**src/rtl/nsw_pkg.sv**
```systemverilog
package nsw_pkg;
  localparam int BYTE_W    = 8;
  localparam int WORD_W    = BYTE_W + 1;
  localparam int MAX_DATA  = 2;
  localparam int DATA_W    = BYTE_W * MAX_DATA;
  localparam int MAX_WORDS = MAX_DATA + 1;
  localparam int FRAME_W   = WORD_W * MAX_WORDS;
  localparam int LEN_W     = $clog2(MAX_DATA + 1);
  localparam int CNT_W     = $clog2(FRAME_W + 1);

  typedef enum logic [1:0] {ST_IDLE, ST_SHIFT, ST_GAP} nsw_state_e;

  // length codes above the largest supported count are sent at that count
  function automatic int eff_len(logic [LEN_W-1:0] len);
    int n;
    n = int'(len);
    if (n > MAX_DATA) n = MAX_DATA;
    return n;
  endfunction

  function automatic logic [CNT_W-1:0] frame_bits(logic [LEN_W-1:0] len);
    return CNT_W'(WORD_W * (eff_len(len) + 1));
  endfunction

  function automatic logic [WORD_W-1:0] make_word(logic is_data, logic [BYTE_W-1:0] b);
    return {is_data, b};
  endfunction
endpackage

```
**src/rtl/nsw_frame_packer.sv**
```systemverilog
module nsw_frame_packer
  import nsw_pkg::*;
(
  input  logic [BYTE_W-1:0]  addr,
  input  logic [LEN_W-1:0]   len,
  input  logic [DATA_W-1:0]  data,
  output logic [FRAME_W-1:0] frame,
  output logic [CNT_W-1:0]   nbits
);
  int n_data;
  assign n_data = eff_len(len);
  assign nbits  = frame_bits(len);

  // slot 0: the command word, flag clear
  assign frame[FRAME_W-1 -: WORD_W] = make_word(1'b0, addr);

  // slot s carries data byte (n_data - s): most significant byte first
  for (genvar s = 1; s < MAX_WORDS; s++) begin : g_slot
    logic [WORD_W-1:0] w;
    always_comb begin
      w = '0;
      for (int k = 0; k < MAX_DATA; k++) begin
        if (s <= n_data && k == n_data - s)
          w = make_word(1'b1, data[k*BYTE_W +: BYTE_W]);
      end
    end
    assign frame[FRAME_W-1-s*WORD_W -: WORD_W] = w;
  end
endmodule

```
**src/rtl/nsw_bit_timer.sv**
```systemverilog
module nsw_bit_timer #(
  parameter int DIV = 4
) (
  input  logic clk,
  input  logic rst,
  input  logic run,
  output logic bit_end,
  output logic first_half
);
  localparam int HALF = DIV / 2;
  localparam int TW   = (DIV > 2) ? $clog2(DIV) : 1;

  logic [TW-1:0] cnt;

  assign bit_end    = run && (cnt == TW'(DIV - 1));
  assign first_half = run && (cnt < TW'(HALF));

  always_ff @(posedge clk) begin
    if (rst || !run) cnt <= '0;
    else if (bit_end) cnt <= '0;
    else cnt <= cnt + 1'b1;
  end

  // the phase counter never leaves one bit time
  p_cnt_range_r6: assert property (@(posedge clk) disable iff (rst)
    cnt <= TW'(DIV - 1));
endmodule

```
**src/rtl/nsw_shifter.sv**
```systemverilog
module nsw_shifter
  import nsw_pkg::*;
(
  input  logic               clk,
  input  logic               rst,
  input  logic               load,
  input  logic [FRAME_W-1:0] frame_in,
  input  logic [CNT_W-1:0]   nbits_in,
  input  logic               step,
  output logic               sdo,
  output logic               last_bit
);
  logic [FRAME_W-1:0] sh;
  logic [CNT_W-1:0]   rem;

  assign sdo      = sh[FRAME_W-1];
  assign last_bit = (rem == CNT_W'(1));

  always_ff @(posedge clk) begin
    if (rst) begin
      sh  <= '0;
      rem <= '0;
    end else if (load) begin
      sh  <= frame_in;
      rem <= nbits_in;
    end else if (step && rem != '0) begin
      // the last bit stays on the line until the next load
      if (!last_bit) sh <= {sh[FRAME_W-2:0], 1'b0};
      rem <= rem - 1'b1;
    end
  end

  // a bit step never happens with no bits left
  p_no_underrun_r7: assert property (@(posedge clk) disable iff (rst)
    step |-> rem != '0);
  // a load always brings a whole number of words
  p_load_words_r3: assert property (@(posedge clk) disable iff (rst)
    load |=> (rem == CNT_W'(WORD_W) || rem == CNT_W'(2*WORD_W) || rem == CNT_W'(3*WORD_W)));
endmodule

```
**src/rtl/nsw_spi_writer.sv**
```systemverilog
module nsw_spi_writer
  import nsw_pkg::*;
#(
  parameter int DIV = 4
) (
  input  logic              clk,
  input  logic              rst,
  input  logic              req_valid,
  input  logic [BYTE_W-1:0] req_addr,
  input  logic [LEN_W-1:0]  req_len,
  input  logic [DATA_W-1:0] req_data,
  output logic              busy,
  output logic              done,
  output logic              cs_n,
  output logic              sclk,
  output logic              sdo
);
  nsw_state_e state;
  logic [FRAME_W-1:0] frame;
  logic [CNT_W-1:0]   nbits;
  logic accept, bit_end, first_half, last_bit, step, frame_end, gap_end;

  assign accept    = req_valid && (state == ST_IDLE);
  assign step      = (state == ST_SHIFT) && bit_end;
  assign frame_end = step && last_bit;
  assign gap_end   = (state == ST_GAP) && bit_end;

  nsw_frame_packer u_pack (
    .addr (req_addr), .len (req_len), .data (req_data),
    .frame (frame), .nbits (nbits)
  );

  nsw_bit_timer #(.DIV(DIV)) u_timer (
    .clk (clk), .rst (rst), .run (state != ST_IDLE),
    .bit_end (bit_end), .first_half (first_half)
  );

  nsw_shifter u_shift (
    .clk (clk), .rst (rst), .load (accept),
    .frame_in (frame), .nbits_in (nbits), .step (step),
    .sdo (sdo), .last_bit (last_bit)
  );

  always_ff @(posedge clk) begin
    if (rst) begin
      state <= ST_IDLE;
      done  <= 1'b0;
    end else begin
      done <= gap_end;
      unique case (state)
        ST_IDLE:  if (accept)    state <= ST_SHIFT;
        ST_SHIFT: if (frame_end) state <= ST_GAP;
        ST_GAP:   if (bit_end)   state <= ST_IDLE;
        default:                 state <= ST_IDLE;
      endcase
    end
  end

  assign busy = (state != ST_IDLE);
  assign cs_n = (state != ST_SHIFT);
  assign sclk = !((state == ST_SHIFT) && first_half);

  // clock parked high whenever the device is deselected
  p_sclk_idle_r6: assert property (@(posedge clk) disable iff (rst)
    cs_n |-> sclk);
  // data moves only in the low half of a bit
  p_sdo_change_r6: assert property (@(posedge clk) disable iff (rst)
    !$stable(sdo) |-> !sclk);
  // done is a single pulse
  p_done_pulse_r8: assert property (@(posedge clk) disable iff (rst)
    done |=> !done);
  // done arrives with the block already free
  p_done_idle_r8: assert property (@(posedge clk) disable iff (rst)
    done |-> !busy && cs_n);
  // release of chip select is followed by a busy gap
  p_cs_release_busy_r8: assert property (@(posedge clk) disable iff (rst)
    $rose(cs_n) |-> busy);
  // a taken request shows busy and selects the device next clock
  p_accept_r10: assert property (@(posedge clk) disable iff (rst)
    (req_valid && !busy) |=> (busy && !cs_n));
  // busy only starts from a request
  p_busy_source_r1: assert property (@(posedge clk) disable iff (rst)
    $rose(busy) |-> $past(req_valid));
endmodule

```
**config.mk**
```make
export PLATFORM = sky130hd
export DESIGN_NAME = nsw_spi_writer
export DESIGN_NICKNAME = d
export VERILOG_FILES = /design/src/rtl/nsw_pkg.sv /design/src/rtl/nsw_frame_packer.sv /design/src/rtl/nsw_bit_timer.sv /design/src/rtl/nsw_shifter.sv /design/src/rtl/nsw_spi_writer.sv
export SDC_FILE = /design/constraint.sdc
export NUM_CORES = 1
export LEC_CHECK = 0
export ABC_AREA = 1
export BUFFER_PORTS_ARGS = -buffer_cell sky130_fd_sc_hd__buf_2
export CORE_ASPECT_RATIO = 0.75
export CORE_MARGIN = 2
export CORE_UTILIZATION = 35
export CTS_CLUSTER_SIZE = 10
export DETAILED_ROUTE_END_ITERATION = 8
export GPL_TIMING_DRIVEN = 1
export PLACE_DENSITY = 0.64
export SLEW_MARGIN = 20
export SYNTH_ARGS = -nofsm -noshare
export SYNTH_HDL_FRONTEND = slang
export SYNTH_HIERARCHICAL = 1
export SYNTH_SLANG_ARGS = --single-unit
```
**constraint.sdc**
```tcl
create_clock -name clk -period 1.43 [get_ports clk]
set_input_delay 0 -clock clk [delete_from_list [all_inputs] [get_ports clk]]
set_output_delay 0 -clock clk [all_outputs]
set_load 0.02 [all_outputs]
```
-- Word-level counts from Yosys, hierarchy flattened
Index checks and enable logic that the tools add are counted.
- register bits after elaboration: 37
- input bits: 29
- output and inout bits: 5
- logic and storage cells: 68
- add/subtract/negate cells: 5
- multiply operators: 1
- order comparisons: 4
- equality and inequality tests: 11
- mux-type cells: 14
- bitwise gates (word level): 1
- reduce and logical (&&, ||, !) cells: 26
- operators with widths (kind ; number):
    2-to-1 mux 26 bit ; 3
    equality test 2 x 32 -> 1 bit, first input constant ; 2
    zero test 32 bit ; 2
    2-to-1 mux 9 bit ; 4
    multiplier 5 x 32 -> 5 bit, first input constant ; 1
    logical AND 1 bit ; 12
    2-to-1 mux 5 bit ; 2
    2-to-1 mux 2 bit ; 4
    != test 2 bit, second input constant ; 4
    one-hot mux 2 bit (3 select lines) ; 1
    equality test 5 x 1 -> 1 bit, second input constant ; 1
    nonzero test 5 bit ; 1
    subtractor 5 x 1 -> 5 bit, second input constant ; 1
    equality test 2 bit, second input constant ; 2
    AND reduction 2 bit ; 2
    nonzero test 2 bit ; 2
    OR reduction 2 bit ; 2
    adder 2 x 1 -> 3 bit, second input constant ; 1
    AND reduction 3 bit ; 1
    subtractor 2 x 1 -> 3 bit, second input constant ; 1
    subtractor 2 x 2 -> 3 bit, second input constant ; 1
    adder 2 x 1 -> 2 bit, second input constant ; 1
    equality test 2 x 1 -> 1 bit, second input constant ; 1
    greater-than comparator 2 bit, second input constant ; 1
    8 further kinds ; 9

-- Depth between registers and ports, before layout
- word-level depth: 8
- depth in mapped cells: 11
- mapped depth without buffers: 11

-- Modules after synthesis
Netlist, hierarchy kept.
- modules (own cells, without submodules) (module ; times used ; cells each ; area an instance (um^2) ; sequential area each (um^2)):
    nsw_shifter ; 1 ; 259 ; 1740.4 ; 640.6
    nsw_frame_packer ; 1 ; 61 ; 310.3 ; 0.0
    nsw_spi_writer ; 1 ; 25 ; 155.1 ; 60.1
    nsw_bit_timer ; 1 ; 13 ; 91.3 ; 40.0

-- Worst setup path before layout
OpenSTA, ideal clock, no wires.
- kind: reg2reg
- start point: register state[1]
- end point: register u_shift.sh[1]
- library setup time: 70 ps
- data arrival time: 1645 ps
- required time: 1360 ps
- slack: -285 ps
- stages on the path, launching flop included: 12
- buffers on the path: 1
- period minus slack after synthesis: 1715 ps
- cell sequence: dfxtp_1 -> nor2_1 -> inv_1 -> nand2_1 -> inv_1 -> inv_1 -> nor2_1 -> nand3_4 -> nand2_4 -> buf_8 -> nand2_2 -> a21oi_2
- word-level cells in the longest chain between the ends: 6
- RTL lines (what ; RTL line ; text):
    start, declared ; nsw_spi_writer.sv:18 ; nsw_state_e state;
    start signal, assigned ; nsw_spi_writer.sv:46 ; state <= ST_IDLE;
    start signal, assigned ; nsw_spi_writer.sv:51 ; ST_IDLE: if (accept) state <= ST_SHIFT;
    start signal, assigned ; nsw_spi_writer.sv:52 ; ST_SHIFT: if (frame_end) state <= ST_GAP;
    nonzero test 2 bit ; - ;
    net busy ; nsw_spi_writer.sv:12 ; output logic busy,
    logical AND 1 bit ; nsw_bit_timer.sv:15 ; assign bit_end = run && (cnt == TW'(DIV - 1));
    net bit_end ; nsw_spi_writer.sv:21 ; logic accept, bit_end, first_half, last_bit, step, frame_end, gap_end;
    logical AND 1 bit ; nsw_spi_writer.sv:24 ; assign step = (state == ST_SHIFT) && bit_end;
    net step ; nsw_spi_writer.sv:21 ;
    logical AND 1 bit ; nsw_shifter.sv:26 ; end else if (step && rem != '0) begin
    nonzero test 2 bit (no line) ; - ;
    AND reduction 2 bit (no line) ; - ;
    end signal, assigned ; nsw_shifter.sv:24 ; sh <= frame_in;
    end signal, assigned ; nsw_shifter.sv:28 ; if (!last_bit) sh <= {sh[FRAME_W-2:0], 1'b0};
    end, declared ; nsw_shifter.sv:13 ; logic [FRAME_W-1:0] sh;
The timed path passes the listed nets, and every way through them passes these cells.
A chain may end at the register's enable or synchronous reset.

-- Worst setup path in the final report
- start point: register state[1]
- end point: register u_shift.sh[13]
- word-level cells in the longest chain between the ends: 6
- RTL lines (what ; RTL line ; text):
    nonzero test 2 bit ; nsw_spi_writer.sv:34 ; .clk (clk), .rst (rst), .run (state != ST_IDLE),
    logical AND 1 bit ; nsw_bit_timer.sv:15 ;
    net bit_end ; nsw_spi_writer.sv:21 ;
    logical AND 1 bit ; nsw_spi_writer.sv:24 ;
    net step ; nsw_spi_writer.sv:21 ;
    logical AND 1 bit ; nsw_shifter.sv:26 ;
    nonzero test 2 bit (no line) ; - ;
    AND reduction 2 bit (no line) ; - ;
The timed path passes the listed nets, and every way through them passes these cells.

==> flow_summary_export.csv <==
group,metric,value,unit
power,internal_power,1.86,mW
route,drt_pre_antenna_iters,4,
critical_path,crit_path_end_kind,"register",
sta,worst_pin_slew,503,ps
finish,fin_cells,466,
finish,syn_to_final_growth,22.3,%
power,irDropWorstVdd,367,uV
placed_design,place_hpwl,3550,um
min_path,hold_path_class,"in2reg",
status,violations,"negative setup slack",
power,switching_share,32.1,%
finish,nFillCells,684,
power,power_density,976,nW/um2
placed_design,gp_congestion,0.747,
yosys,syn_avg_cell_area,6.42,um2
placed_design,dp.cells,452,
sta,grt_setup_unrepaired,"yes",
floorplan,die_area,7230,um2
route,wl,5470,um
critical_path,worstPathCellList,"nor2_4 -> inv_2 -> nand2_2 -> inv_2 -> inv_2 -> nor2_4 -> nand3_4 -> nand2_8 -> clkbuf_16 -> nand2_2 -> a21oi_2",
floorplan,fp.dieW,97.6,um
critical_path,max_stage_delay,390,ps
placed_design,dp_worst_setup_slack,-19.3,ps
finish,final_cell_mix,"nand2_1, nand3_1, buf_2",
route,routedWlPerCell,11.7,um
placed_design,placedInstanceArea,2480,um2
grt,grt_overflow,0,
route,drtIter0Drc,125,
cts,root_buffer,"clkbuf_8",
sta,hold_viol_final,0,
sta,fin_crit_sh,103,%
sta,slew_viol_final,0,
grt,grt_max_degree,37,
power,pwr-share-clk,29.4,%
cts,insertion_delay,280,ps
yosys,synth_seq_cells,37,
grt,antenna_found_initial,0,
yosys,synth_cell_types,22,
power,power.switching,0.881,mW
critical_path,timing_worst_setup_path_type,"reg2reg",
sta,relSlewSlack,66.5,%
cts,cts-htree-levels,2,
sta,fin_ws,-48.0,ps
power,seqPwrFrac,41.7,%
grt,grt_pass1_vias,1872,
flow_run,maxCapViolations,0,
floorplan,ios,34,
route,drcViolationCount,0,
sta,finClkSkew,6.17,ps
grt,grt_pass1_wl,8690,um
grt,grt.total_usage,14.7,%
critical_path,crit_arrival,1700,ps
yosys,netlist_instances,358,
sta,post-route-min-period,1480,ps
finish,ff_latch_area,749,um2
floorplan,die_y,74.2,um
floorplan,initial_core_util,36.4,%
finish,layout_commonest_cell,"nand2_1",
power,leakagePower,1.34,nW
finish,fin_area,2810,um2
finish,drive_above_1_share,31.9,%
cts,cts_sinks,37,
cts,max-clock-path-buffers,2,
floorplan,coreArea,6320,um2
yosys,yosysSeqAreaShare,32.2,%
cts,cts_tree,"built",
sta,max_freq,677,MHz
critical_path,crit_top_cell,"inv_2",
finish,antenna_cells,0,
critical_path,cp_max_fo,5,
cts,cts_hold_buf,0,
route,via_count,2200,
critical_path,crit_slowest_cell,"dfxtp_4",
yosys,ys_warn_count,6,
critical_path,cp-start-kind,"register",
sta,setup_viol,21,
finish,nNetsFinal,416,
floorplan,num_rows,25,
power,p_comb_share,28.9,%
cts,cts_made_buffers,5,
finish,multi_input_area,1300,um2
route,viasPerCell,4.72,
status,status,"finished, violations left",
critical_path,cp.required,1650,ps
yosys,syn_area,2300,um2
placed_design,portBuffers,33,
cts,cts.reportedPaths.clkPinSlew,70,ps
route,ant_nets,0,
-- worst max-delay path: cells and delay by family (launching register included) --
| family | cells | cell delay [ps] |
|---|---|---|
| AO/OA/AOI/OAI | 1 | 120 |
| AND/OR/NAND/NOR | 6 | 560 |
| buffers and inverters | 4 | 350 |
| flip-flops | 1 | 390 |
-- repair_timing --
item,CTS,global route
pin swaps,3,11
buffers inserted,1,3
gates resized for setup,10,33
endpoints found under the setup margin,4,31
gates cloned,1,2
-- per-stage QoR --
stage / util (%) / power, mW / setup TNS [ps] / hold slack [ps]
after floorplan: - / 1.67 / -11.8 / 62.4
after global placement: 39.3 / 1.83 / 0 / 335
after detailed placement: 39.3 / 1.84 / -19.3 / 325
after CTS: 41.6 / 2.69 / -147 / 19.4
after global routing: 44.5 / 2.93 / -2550 / 11.0
final: 44.5 / 2.74 / -310 / 23.9
-- power groups by stage --
stage / Clock, mW / Combinational, mW / Sequential, mW
after floorplan: 0 / 0.519 / 1.15
after global placement: 0 / 0.673 / 1.16
after detailed placement: 0 / 0.678 / 1.16
after CTS: 0.837 / 0.719 / 1.14
after global routing: 0.898 / 0.882 / 1.15
final: 0.806 / 0.792 / 1.14
-- state kept, by name (all words and copies together), names as in the netlist --
signal / cells
done: 1
u_timer/cnt: 2
state: 2
u_shift/sh: 27
u_shift/rem: 5
-- routing by layer --
layer | GRT usage, % | vias up | wire (um)
met1 | 19.9 | 997 | 2740
li1 | - | 1147 | -
met2 | 23.9 | 52 | 2400
met4 | 3.70 | 0 | 36
met5 | 0 | - | 0
met3 | 3.67 | 4 | 286
-- cells in the mapped netlist (all sizes together) --
| library cell | instances | area [um2] |
|---|---|---|
| o21ai | 5 | 25.0 |
| conb | 1 | 3.75 |
| ha | 3 | 37.5 |
| buf | 27 | 218 |
| dfxtp | 37 | 741 |
| clkbuf | 7 | 26.3 |
| a21oi | 33 | 206 |
| inv | 32 | 120 |
| nor2 | 12 | 50.1 |
| nand3 | 44 | 243 |
| nand2 | 156 | 621 |
| or2 | 1 | 6.26 |
-- final timing paths --
path,from,endpoint,slack (ps),depth (start not counted)
worst min-delay path,req_valid,state[0],20,3
worst min register to register,u_timer/cnt[0],u_timer/cnt[0],440,1
worst max register to register,state[1],u_shift/sh[13],-50,11
worst max-delay path,state[1],u_shift/sh[13],-50,11
-- cell type report --
cell class / count / share of cell area [%]
timing repair buffer: 52 / 15.4
sequential: 37 / 26.7
clock buffer: 7 / 3.43
multi-input combinational: 256 / 46.4
clock inverter: 1 / 0.178
tap: 81 / 3.61
inverter: 32 / 4.36
-- cells by family after synthesis --
logic type | Yosys count | share of synthesized area [%]
compound gates | 38 | 10.1
fa+ha+maj | 3 | 1.63
buf+inv | 66 | 15.9
other cells | 1 | 0.163
flops | 37 | 32.2
simple gates | 213 | 40.0
Note: power is estimated with default switching activity, not from simulation.
